File: config.mk
export PLATFORM = sky130hd
export DESIGN_NAME = mpp_sequencer
export DESIGN_NICKNAME = d
export VERILOG_FILES = /design/src/rtl/mpp_pkg.sv /design/src/rtl/mpp_cycle_timer.sv /design/src/rtl/mpp_ale_tracker.sv /design/src/rtl/mpp_lane_unit.sv /design/src/rtl/mpp_sequencer.sv
export SDC_FILE = /design/constraint.sdc
export NUM_CORES = 1
export LEC_CHECK = 0
export BUFFER_PORTS_ARGS = -buffer_cell sky130_fd_sc_hd__buf_4
export CORE_AREA = 2 2 96 116
export DETAILED_ROUTE_END_ITERATION = 8
export DIE_AREA = 0 0 98 118
export GPL_TIMING_DRIVEN = 0
export PLACE_DENSITY_LB_ADDON = 0.1
export RECOVER_POWER = 100
export SYNTH_ARGS = -nofsm -noshare
export SYNTH_HDL_FRONTEND = slang
export SYNTH_SLANG_ARGS = --single-unit
File: constraint.sdc
create_clock -name clk -period 3 [get_ports clk]
set_input_delay 0.6 -clock clk [delete_from_list [all_inputs] [get_ports clk]]
set_output_delay 0.6 -clock clk [all_outputs]
set_load 0.1 [all_outputs]
File: src/rtl/mpp_pkg.sv
package mpp_pkg;

    localparam int ADDR_W     = 16;
    localparam int PIN_W      = 16;
    localparam int WORD_W     = 32;
    localparam int STRIDE_W   = 8;
    localparam int COUNT_W    = 8;
    localparam int DUR_W      = 4;
    localparam int PAGE_BITS  = 8;
    localparam int HI_W       = ADDR_W - PAGE_BITS;
    localparam int BYTE_LANES = WORD_W / 8;
    localparam int HALF_LANES = WORD_W / 16;
    localparam int LANE_W     = $clog2(BYTE_LANES);

    typedef enum logic [1:0] {
        ST_IDLE,
        ST_WAITW,
        ST_ALE,
        ST_DATA
    } seq_state_e;

    // Per-command settings captured at acceptance
    typedef struct packed {
        logic                write;
        logic                wide;
        logic [ADDR_W-1:0]   addr;
        logic [STRIDE_W-1:0] stride;
    } run_cfg_t;

    // Everything that leaves the block on the bus side
    typedef struct packed {
        logic             ale;
        logic             rd;
        logic             wr;
        logic [1:0]       oe;
        logic [PIN_W-1:0] ad;
    } pin_drive_t;

    function automatic logic [DUR_W-1:0] eff_dur(input logic [DUR_W-1:0] d);
        return (d == '0) ? DUR_W'(1) : d;
    endfunction

    function automatic logic [LANE_W-1:0] last_lane(input logic wide);
        return wide ? LANE_W'(HALF_LANES - 1) : LANE_W'(BYTE_LANES - 1);
    endfunction

    // Decide whether an address phase must precede the data cycle at addr
    function automatic logic ale_needed(
        input logic              wide,
        input logic              stride_zero,
        input logic              pending,
        input logic [ADDR_W-1:0] addr,
        input logic [HI_W-1:0]   held_hi
    );
        if (pending)     return 1'b1;
        if (stride_zero) return 1'b0;
        if (wide)        return 1'b1;
        return addr[ADDR_W-1:PAGE_BITS] != held_hi;
    endfunction

endpackage

File: src/rtl/mpp_cycle_timer.sv
module mpp_cycle_timer
    import mpp_pkg::*;
#(
    parameter int CNT_W = DUR_W
) (
    input  logic             clk,
    input  logic             rst,
    input  logic             load,
    input  logic [CNT_W-1:0] dur,
    output logic             last
);
    logic [CNT_W-1:0] cnt_q;
    logic [CNT_W-1:0] span;

    assign span = (dur == '0) ? CNT_W'(1) : dur;

    always_ff @(posedge clk) begin
        if (rst) begin
            cnt_q <= '0;
        end else if (load) begin
            cnt_q <= span - CNT_W'(1);
        end else if (cnt_q != '0) begin
            cnt_q <= cnt_q - CNT_W'(1);
        end
    end

    assign last = (cnt_q == '0);

endmodule

File: src/rtl/mpp_ale_tracker.sv
module mpp_ale_tracker
    import mpp_pkg::*;
(
    input  logic            clk,
    input  logic            rst,
    input  logic            mode16,
    input  logic            force_ale,
    input  logic            ale_done,
    input  logic [HI_W-1:0] ale_hi,
    output logic            pending,
    output logic [HI_W-1:0] held_hi
);
    logic mode_q;
    logic pend_q;
    logic [HI_W-1:0] hi_q;

    always_ff @(posedge clk) begin
        if (rst) begin
            mode_q <= 1'b0;
            pend_q <= 1'b1;
            hi_q   <= '0;
        end else begin
            mode_q <= mode16;
            if (force_ale || (mode16 != mode_q)) begin
                pend_q <= 1'b1;
            end else if (ale_done) begin
                pend_q <= 1'b0;
            end
            if (ale_done) begin
                hi_q <= ale_hi;
            end
        end
    end

    assign pending = pend_q;
    assign held_hi = hi_q;

endmodule

File: src/rtl/mpp_lane_unit.sv
module mpp_lane_unit
    import mpp_pkg::*;
(
    input  logic              clk,
    input  logic              rst,
    input  logic              load,
    input  logic [WORD_W-1:0] wdata,
    input  logic              cap,
    input  logic              wide,
    input  logic [LANE_W-1:0] lane,
    input  logic [PIN_W-1:0]  pin_in,
    output logic [PIN_W-1:0]  lane_out,
    output logic [WORD_W-1:0] word
);
    logic [WORD_W-1:0] word_q;
    logic [7:0]        bytes [BYTE_LANES];
    logic [15:0]       halves [HALF_LANES];

    for (genvar g = 0; g < BYTE_LANES; g++) begin : g_byte
        assign bytes[g] = word_q[8*g +: 8];
    end
    for (genvar h = 0; h < HALF_LANES; h++) begin : g_half
        assign halves[h] = word_q[16*h +: 16];
    end

    always_comb begin
        if (wide) begin
            lane_out = halves[lane[0]];
        end else begin
            lane_out = {8'h00, bytes[lane]};
        end
    end

    always_ff @(posedge clk) begin
        if (rst) begin
            word_q <= '0;
        end else if (load) begin
            word_q <= wdata;
        end else if (cap) begin
            if (wide) begin
                word_q[16*lane[0] +: 16] <= pin_in;
            end else begin
                word_q[8*lane +: 8] <= pin_in[7:0];
            end
        end
    end

    assign word = word_q;

endmodule

File: src/rtl/mpp_sequencer.sv
module mpp_sequencer
    import mpp_pkg::*;
(
    input  logic                clk,
    input  logic                rst,
    input  logic                mode16,
    input  logic [DUR_W-1:0]    dur,
    input  logic                cmd_valid,
    output logic                cmd_ready,
    input  logic                cmd_write,
    input  logic [ADDR_W-1:0]   cmd_addr,
    input  logic [STRIDE_W-1:0] cmd_stride,
    input  logic [COUNT_W-1:0]  cmd_count,
    input  logic                wd_valid,
    output logic                wd_ready,
    input  logic [WORD_W-1:0]   wd_data,
    output logic                rd_valid,
    output logic [WORD_W-1:0]   rd_data,
    output logic                busy,
    output logic                ale,
    output logic                rd_stb,
    output logic                wr_stb,
    output logic [PIN_W-1:0]    ad_out,
    output logic [1:0]          ad_oe,
    input  logic [PIN_W-1:0]    ad_in
);
    seq_state_e         st_q, st_n;
    run_cfg_t           cfg_q;
    logic [COUNT_W-1:0] cnt_q;
    logic [LANE_W-1:0]  lane_q;
    logic               rdv_q;

    logic               tmr_load, tmr_last;
    logic               accept, wd_take, ale_done, data_done, cap;
    logic               pending;
    logic [HI_W-1:0]    held_hi;
    logic [ADDR_W-1:0]  nxt_addr;
    logic               stride_zero, lane_end, need_here, need_next;
    logic [PIN_W-1:0]   lane_out;
    pin_drive_t         drv;

    // ------------------------------------------------------------------
    // Sub-blocks
    // ------------------------------------------------------------------
    mpp_cycle_timer #(.CNT_W(DUR_W)) u_timer (
        .clk  (clk),
        .rst  (rst),
        .load (tmr_load),
        .dur  (dur),
        .last (tmr_last)
    );

    mpp_ale_tracker u_track (
        .clk       (clk),
        .rst       (rst),
        .mode16    (mode16),
        .force_ale (accept),
        .ale_done  (ale_done),
        .ale_hi    (cfg_q.addr[ADDR_W-1:PAGE_BITS]),
        .pending   (pending),
        .held_hi   (held_hi)
    );

    mpp_lane_unit u_lanes (
        .clk      (clk),
        .rst      (rst),
        .load     (wd_take),
        .wdata    (wd_data),
        .cap      (cap),
        .wide     (cfg_q.wide),
        .lane     (lane_q),
        .pin_in   (ad_in),
        .lane_out (lane_out),
        .word     (rd_data)
    );

    // ------------------------------------------------------------------
    // Address-phase decisions
    // ------------------------------------------------------------------
    assign nxt_addr    = cfg_q.addr + ADDR_W'(cfg_q.stride);
    assign stride_zero = (cfg_q.stride == '0);
    assign lane_end    = (lane_q == last_lane(cfg_q.wide));
    assign need_here   = ale_needed(cfg_q.wide, stride_zero, pending,
                                    cfg_q.addr, held_hi);
    assign need_next   = ale_needed(cfg_q.wide, stride_zero, pending,
                                    nxt_addr, held_hi);

    assign accept    = (st_q == ST_IDLE) && cmd_valid;
    assign wd_take   = (st_q == ST_WAITW) && wd_valid;
    assign ale_done  = (st_q == ST_ALE) && tmr_last;
    assign data_done = (st_q == ST_DATA) && tmr_last;
    assign cap       = data_done && !cfg_q.write;

    // ------------------------------------------------------------------
    // Sequencing
    // ------------------------------------------------------------------
    always_comb begin
        st_n     = st_q;
        tmr_load = 1'b0;
        unique case (st_q)
            ST_IDLE: begin
                if (cmd_valid && (cmd_count != '0)) begin
                    if (cmd_write) begin
                        st_n = ST_WAITW;
                    end else begin
                        st_n     = ST_ALE;
                        tmr_load = 1'b1;
                    end
                end
            end
            ST_WAITW: begin
                if (wd_valid) begin
                    st_n     = need_here ? ST_ALE : ST_DATA;
                    tmr_load = 1'b1;
                end
            end
            ST_ALE: begin
                if (tmr_last) begin
                    st_n     = ST_DATA;
                    tmr_load = 1'b1;
                end
            end
            ST_DATA: begin
                if (tmr_last) begin
                    if (lane_end && (cnt_q == COUNT_W'(1))) begin
                        st_n = ST_IDLE;
                    end else if (lane_end && cfg_q.write) begin
                        st_n = ST_WAITW;
                    end else begin
                        st_n     = need_next ? ST_ALE : ST_DATA;
                        tmr_load = 1'b1;
                    end
                end
            end
            default: st_n = ST_IDLE;
        endcase
    end

    always_ff @(posedge clk) begin
        if (rst) begin
            st_q   <= ST_IDLE;
            cfg_q  <= '0;
            cnt_q  <= '0;
            lane_q <= '0;
            rdv_q  <= 1'b0;
        end else begin
            st_q  <= st_n;
            rdv_q <= 1'b0;
            if (accept) begin
                cfg_q.write  <= cmd_write;
                cfg_q.wide   <= mode16;
                cfg_q.addr   <= cmd_addr;
                cfg_q.stride <= cmd_stride;
                cnt_q        <= cmd_count;
                lane_q       <= '0;
            end
            if (data_done) begin
                cfg_q.addr <= nxt_addr;
                if (lane_end) begin
                    lane_q <= '0;
                    cnt_q  <= cnt_q - COUNT_W'(1);
                    rdv_q  <= !cfg_q.write;
                end else begin
                    lane_q <= lane_q + LANE_W'(1);
                end
            end
        end
    end

    // ------------------------------------------------------------------
    // Pin drive
    // ------------------------------------------------------------------
    always_comb begin
        drv = '0;
        unique case (st_q)
            ST_ALE: begin
                drv.ale = 1'b1;
                drv.oe  = 2'b11;
                drv.ad  = cfg_q.addr;
            end
            ST_DATA: begin
                drv.rd = !cfg_q.write;
                drv.wr = cfg_q.write;
                if (cfg_q.wide) begin
                    drv.oe = cfg_q.write ? 2'b11 : 2'b00;
                    drv.ad = cfg_q.write ? lane_out : '0;
                end else begin
                    drv.oe = cfg_q.write ? 2'b11 : 2'b10;
                    drv.ad = {cfg_q.addr[7:0],
                              cfg_q.write ? lane_out[7:0] : 8'h00};
                end
            end
            default: drv = '0;
        endcase
    end

    assign ale       = drv.ale;
    assign rd_stb    = drv.rd;
    assign wr_stb    = drv.wr;
    assign ad_oe     = drv.oe;
    assign ad_out    = drv.ad;
    assign busy      = (st_q != ST_IDLE);
    assign cmd_ready = (st_q == ST_IDLE);
    assign wd_ready  = (st_q == ST_WAITW);
    assign rd_valid  = rdv_q;

endmodule

==> metrics.cfg, run 1 <==
[cts]
clk_latency_ns = 0.34
ctsHoldBuffers = 0
cts.clk_slew.worst_paths_ns = 0.06
root_buffer = clkbuf_16
cts_buffers = 9
clock-sinks = 85
cts_buffer_depth = 2
cts-htree-levels = 3
tritoncts = built

[drt]
drtIter0Drc = 488
route.detailed.drc = 0
viasPerCell = 6.258
firstDrtPassIters = 6
ant_nets = 0
wirelength_um = 20600
vias = 6302
routedWlPerCell_um = 20.45

[floorplan]
ios = 147
core_area_sq_mm = 0.01041
die_width_um = 98
dieHeight_um = 118
rows = 41
start_util_pct = 52.79
die-area_sq_mm = 0.01156

[logic_synthesis]
synth.most_common_cell = nor2_1
synthFlopType = dfxtp_1
synth_largest_area_cell = dfxtp_1
syn_area_per_cell_sq_um = 7.668
yosysSeqAreaShare_pct = 30.95
synth_commonest_cells = nor2_1 (94), dfxtp_1 (85), nand2_1 (78)
synth_fp_nets = 823
netlist.area_leader.share_pct = 30.95
synth_warnings = 0
postSynthCellCount = 717
syn_area_sq_mm = 0.005498
synth_edf_count = 0
async_flop_share_pct = 0
netlist_top_cells_area = dfxtp_1 (31%), nor2_1 (6.4%), a21oi_1 (5.7%), nand2_1 (5.3%), a211oi_1 (4.6%)
ys_types = 63
ys_ff_latch = 85

[grt]
track_usage_pct = 34.99
grt_overflow = 0
antenna_found_initial = 0
grt_max_degree = 14
grt_pass1_vias = 6233
grt_first_pass_wirelength_um = 32030

[power_and_ir_drop]
combPwrFrac_pct = 52.8
seq_power_share_pct = 27.1
power.internal_w = 0.002861
power.leakage_nw = 2.819
p_switching_w = 0.003072
p_sw_share_pct = 51.78
p_clk_share_pct = 20.0
p_per_area_mw_per_mm2 = 854.2
peakVddDrop_v = 0.0005331

[sta]
relSlewSlack_pct = 21.57
tns_ns = 0
layout_setup_ws_ns = 0.09437
fin_crit_sh_pct = 96.85
hold_viol = 0
finalClockSkew_ns = 0.006032
min_period_ns = 2.906
worstMarginPinSlew_ns = 1.182
rsz0062_at_grt = false
setup_viol = 0
slew_viol_final = 0
fmax_mhz = 344.2

[placement]
port_buffers = 146
place_ws_ns = -0.4626
dp_hpwl_um = 16260
routabilityCongestion = 1.001

[finish]
fin_nets = 979
multi_input_area_sq_mm = 0.003543
regArea_sq_mm = 0.001702
diodes = 0
n_fill_cell = 950
drive_above_1_share_pct = 17.43
syn2layout_area_growth_pct = 26.33

[outcome]
status = finished, final reports clean

[setup_path]
end_kind = output pin
cp.required_ns = 2.40
critPathArrivalTime_ns = 2.31
crit_type = reg -> out
cp-start-kind = flop
cp_max_fo = 10

[flow_run]
drv_cap = 0

[min_path]
hold_class = reg -> reg

layout by cell type (no fill, tap or decap), types with 8 or more instances in the layout:
cell type,Yosys,final
dfxtp_1,85,85
clkbuf_1,39,73
a311oi_1,10,10
a21oi_1,63,62
clkbuf_16,0,9
nor2_1,94,94
o211a_1,8,8
nor4_1,9,10
a22oi_1,18,18
nor3_1,16,16
a211oi_1,34,34
o22ai_1,12,12
mux2i_1,20,20
nand2_1,78,78
ha_1,15,15
nand3_1,17,17
clkbuf_2,0,9
a221oi_1,18,18
nand2b_1,10,10
buf_4,0,95
xor2_1,13,13
and3_1,15,15
o21ai_0,22,22
clkbuf_4,0,13
inv_1,12,12
final timing paths:
path,startpoint,endpoint,slack (ns),cells past startpoint
max,lane_q[0]$_SDFFE_PP0P_,ad_out[7],0.09,7
min,u_track.held_hi[7]$_SDFFE_PP0P_,u_track.held_hi[7]$_SDFFE_PP0P_,0.47,2
max reg2reg,lane_q[0]$_SDFFE_PP0P_,u_lanes.word[22]$_SDFFE_PP0P_,0.23,11
min reg2reg,u_track.held_hi[7]$_SDFFE_PP0P_,u_track.held_hi[7]$_SDFFE_PP0P_,0.47,2
power groups by stage:
| stage | registers, W | clock network (W) | logic [W] |
|---|---|---|---|
| 2_1_floorplan | 0.00209 | 0 | 0.00191 |
| 3_3_place_gp | 0.00159 | 0 | 0.00320 |
| 3_5_place_dp | 0.00160 | 0 | 0.00325 |
| 4_1_cts | 0.00159 | 0.00119 | 0.00325 |
| 5_1_grt | 0.00162 | 0.00123 | 0.00334 |
| 6_report | 0.00161 | 0.00119 | 0.00313 |
routing by layer:
layer | track usage (%) | wire length, um | share of wire [%] | vias to the layer above
li1 | - | - | - | 2973
met1 | 39.62 | 7637 | 37 | 2933
met3 | 6.888 | 1615 | 7.8 | 74
met4 | 21.01 | 1230 | 6.0 | 0
met2 | 60.10 | 10110 | 49 | 322
met5 | 0 | 0 | 0 | -
cells by family after synthesis:
logic type / Yosys count / share of synthesized area (%)
compound gates: 235 / 29.93
fa+ha+maj: 16 / 3.778
mux: 22 / 4.461
simple gates: 273 / 23.03
flops: 85 / 30.95
xor+xnor: 20 / 3.186
buf+inv: 66 / 4.665
state kept, by name, summed over array words and instances (netlist names):
name and cells:
u_track.held_hi 8, u_track.pending 1, u_timer.cnt_q 4, cnt_q 8
st_q 2, cfg_q 26, u_lanes.word 32, lane_q 2
rd_valid 1, u_track.mode_q 1
repair_timing:
action	4_1_cts	5_1_grt
hold endpoints to repair	0	0
gates resized for setup	8	7
setup buffers	0	2
setup endpoints to repair	44	25
cloned	0	0
final cells by class:
cell class / count / share of cell area (%)
Timing Repair Buffer: 148 / 13.78
Sequential cell: 85 / 24.50
Inverter: 12 / 0.6485
Clock buffer: 11 / 3.351
Buffer: 51 / 3.297
Tap cell: 129 / 2.324
Multi-Input combinational cell: 566 / 51.02
Clock inverter: 5 / 1.081
stage by stage:
step	hold WS (ns)	total power, W	instance area, sq um	util, %	cells
finish	0.4685	0.005933	6945	66.69	1007
floorplan	0.4481	0.003998	5528	-	717
detailed placement	0.4588	0.004852	6785	65.16	992
global placement	0.4543	0.004787	6785	65.16	992
global route	0.5027	0.006195	6945	66.69	1007
CTS	0.4676	0.006032	7103	68.21	1007
critical path, cell delays in order, from the launching register on:
cell and delay (ns):
dfxtp_1 0.36, clkbuf_4 0.21, clkbuf_4 0.24, buf_2 0.27, o22ai_1 0.13, o22ai_1 0.23
a22o_1 0.21, buf_4 0.31
No activity file was read; power rests on OpenSTA's default activity.
==> run 2, diff against run 1 <==
==> constraint.sdc (replaced) <==
create_clock -name clk -period 3 [get_ports clk]
set_input_delay 0.15 -clock clk [delete_from_list [all_inputs] [get_ports clk]]
set_output_delay 0.15 -clock clk [all_outputs]
set_load 0.1 [all_outputs]
==> run 2 against run 1 <==
Against the previous run: die area stayed put; sequential share of layout area is 0.14 points higher; combinational power is 2% higher; sequential power hardly changed; flip-flop and latch count stayed put; first-iteration DRC count is 25% lower; utilization is 0.37 points lower; via count is 1.2% higher; global-route usage is 0.60 points lower; maximum frequency is 2.7% higher; clock skew hardly changed; worst hold slack worse by 0.41 ns.
==> metrics.cfg, run 2 (same netlist as run 1, synthesis figures left out) <==
[floorplan]
die_width_um = 98  ; unchanged
dieHeight_um = 118  ; unchanged
rows = 41  ; unchanged
ios = 147  ; unchanged
die-area_sq_mm = 0.01156  ; unchanged
start_util_pct = 52.79  ; unchanged
core_area_sq_mm = 0.01041  ; unchanged

[power_and_ir_drop]
power.leakage_nw = 2.787  ; -1.1%
power.internal_w = 0.002857  ; -0.13%
combPwrFrac_pct = 53.5  ; +0.7 points
p_clk_share_pct = 19.8  ; -0.2 points
p_per_area_mw_per_mm2 = 862.1  ; +0.93%
seq_power_share_pct = 26.7  ; -0.4 points
p_sw_share_pct = 52.02  ; +0.23 points
peakVddDrop_v = 0.0005723  ; +7.3%
p_switching_w = 0.003097  ; +0.82%

[sta]
rsz0062_at_grt = false
fmax_mhz = 353.3  ; +2.7%
setup_viol = 0  ; unchanged
tns_ns = 0  ; unchanged
finalClockSkew_ns = 0.006113  ; +0.00008055 ns
timing.hold.ws_ns = 0.05608  ; -0.4124 ns
worstMarginPinSlew_ns = 1.179  ; -0.002879 ns
hold_viol = 0  ; unchanged
layout_setup_ws_ns = 0.1694  ; +0.07506 ns
relSlewSlack_pct = 21.76  ; +0.19 points
slew_viol_final = 0  ; unchanged
min_period_ns = 2.831  ; -0.07506 ns
fin_crit_sh_pct = 94.35  ; -2.5 points

[setup_path]
critPathArrivalTime_ns = 2.68  ; +0.37 ns
r2r_cells = 8  ; -3
r2r_slack_ns = 0.22  ; about the same
crit_type = reg -> out
slowest_stage = dfxtp_1
slowest_delay_ns = 0.36  ; about the same
end_kind = output pin
r2r_start = cfg_q[0]$_SDFFE_PP0P_
r2r_end = st_q[0]$_SDFFE_PP0P_
critPathTopFamily = buffers and inverters
worst-path-buf-inv = 4  ; unchanged
cp_max_fo = 16  ; +6
critPathMostFrequentCell = clkbuf_2
cp.required_ns = 2.85  ; +0.45 ns
cp-start-kind = flop
crit_chain = buf_2, clkbuf_2, clkbuf_2, mux2i_1, nor2_1, a21oi_1, nand2_1, o211a_1, clkbuf_4

[cts]
root_buffer = clkbuf_16
cts.clk_slew.worst_paths_ns = 0.06  ; about the same
ctsHoldBuffers = 0  ; unchanged
clock-sinks = 85  ; unchanged
tritoncts = built
cts-htree-levels = 3  ; unchanged
cts_buffers = 9  ; unchanged
cts_buffer_depth = 2  ; unchanged
clk_latency_ns = 0.34  ; about the same

[finish]
mostFrequentLayoutCells = nor2_1 (95), buf_4 (92), dfxtp_1 (85), clkbuf_1 (79), nand2_1 (78)
finish.instance_area_sq_mm = 0.006907  ; -0.56%
final_common_cell = nor2_1
largest_reg_flops = 32  ; unchanged
drive_above_1_share_pct = 16.55  ; -0.87 points
diodes = 0  ; unchanged
fin_nets = 979  ; unchanged
syn2layout_area_growth_pct = 25.63
layoutNonFillerInstCount = 1005  ; -0.20%

[placement]
dp_cells = 992  ; unchanged
routabilityCongestion = 0.9671  ; -3.4%
place_ws_ns = -0.3902  ; +0.07242 ns
port_buffers = 146  ; unchanged
placed_area_sq_mm = 0.006779  ; about the same
dp_hpwl_um = 16110  ; -0.96%

[min_path]
holdPathEnd = u_track.mode_q$_SDFF_PP0_
hold_class = in -> reg
hold_path_depth = 2  ; unchanged
worstHoldStart = mode16

[drt]
viasPerCell = 6.343  ; +1.4%
vias = 6375  ; +1.2%
firstDrtPassIters = 5  ; -1
drtIter0Drc = 367  ; -25%
routedWlPerCell_um = 20.47  ; about the same
ant_nets = 0  ; unchanged
route.detailed.drc = 0  ; unchanged
wirelength_um = 20570  ; -0.14%

[grt]
met3_usage_pct = 6.473  ; -0.42 points
grt_overflow = 0  ; unchanged
grt_pass1_vias = 6191  ; -0.67%
track_usage_pct = 34.39  ; -0.60 points
antenna_found_initial = 0  ; unchanged
grt.met1_usage_pct = 39.43  ; -0.19 points
grt_first_pass_wirelength_um = 31480  ; -1.7%
top_usage_layer = met2
grt_util_met2_pct = 57.71  ; -2.4 points
grt_max_degree = 17  ; +3

[flow_run]
drv_cap = 0  ; unchanged

[outcome]
status = finished, final reports clean

[run 2: changes by cell type in the layout (fill, tap and decap cells not counted), sizes merged]
cell	delta
clkbuf	-2
clkinv	-1
clkinvlp	+1
[run 2: timing repair]
item	4_1_cts	5_1_grt
setup endpoints to repair	27	23
setup buffers	0	0
resized for setup	1	4
pin swaps	0	0
[run 2: stage by stage]
step / utilization, % / power, W
finish: 66.32 / 0.005954
global route: 66.32 / 0.006200
CTS: 68.00 / 0.006037
detailed placement: 65.10 / 0.004860
global placement: 65.10 / 0.004806
floorplan: - / 0.003996
[run 2: worst reg2reg max path, stage by stage, from the launching register on]
cell,delay (ns)
dfxtp_1,0.36
ha_1,0.27
fa_1,0.44
a211oi_1,0.31
o31a_1,0.38
nor3_1,0.12
nor4bb_1,0.35
nand4_1,0.14
o41ai_1,0.32
[run 2: per-layer routing]
metal / vias up / part of all wire [%] / routed length [um]
li1: 2979 / - / -
met1: 2964 / 37 / 7645
met2: 354 / 49 / 10030
met3: 78 / 7.6 / 1570
met4: 0 / 6.4 / 1321
met5: - / 0 / 0
[run 2: final cells by class]
type                            count  area, sq um
Multi-Input combinational cell    566         3545
Fill cell                         972         3507
Sequential cell                    85         1702
Timing Repair Buffer              146        933.4
Clock buffer                        9        225.2
Buffer                             53        217.7
Tap cell                          129        161.4
Clock inverter                      5        77.57
Inverter                           12        45.04
[run 2: power groups by stage]
| stage | registers (W) | logic [W] | clock network [W] |
|---|---|---|---|
| after CTS | 0.00158 | 0.00327 | 0.00119 |
| final | 0.00159 | 0.00318 | 0.00118 |
| after global routing | 0.00160 | 0.00337 | 0.00123 |
| after floorplan | 0.00209 | 0.00190 | 0 |
| after detailed placement | 0.00160 | 0.00326 | 0 |
| after global placement | 0.00160 | 0.00321 | 0 |
[run 2: worst max-delay path by stage]
stage | from | to | depth (start not counted)
after detailed placement | lane_q[0]$_SDFFE_PP0P_ | u_lanes.word[18]$_SDFFE_PP0P_ | 11
after global placement | lane_q[0]$_SDFFE_PP0P_ | u_lanes.word[20]$_SDFFE_PP0P_ | 11
after global routing | lane_q[0]$_SDFFE_PP0P_ | u_lanes.word[22]$_SDFFE_PP0P_ | 10
after CTS | lane_q[0]$_SDFFE_PP0P_ | ad_out[8] | 9
after floorplan | st_q[1]$_SDFFE_PP0P_ | u_timer.cnt_q[2]$_SDFFE_PP0P_ | 10
final | lane_q[0]$_SDFFE_PP0P_ | ad_out[13] | 9
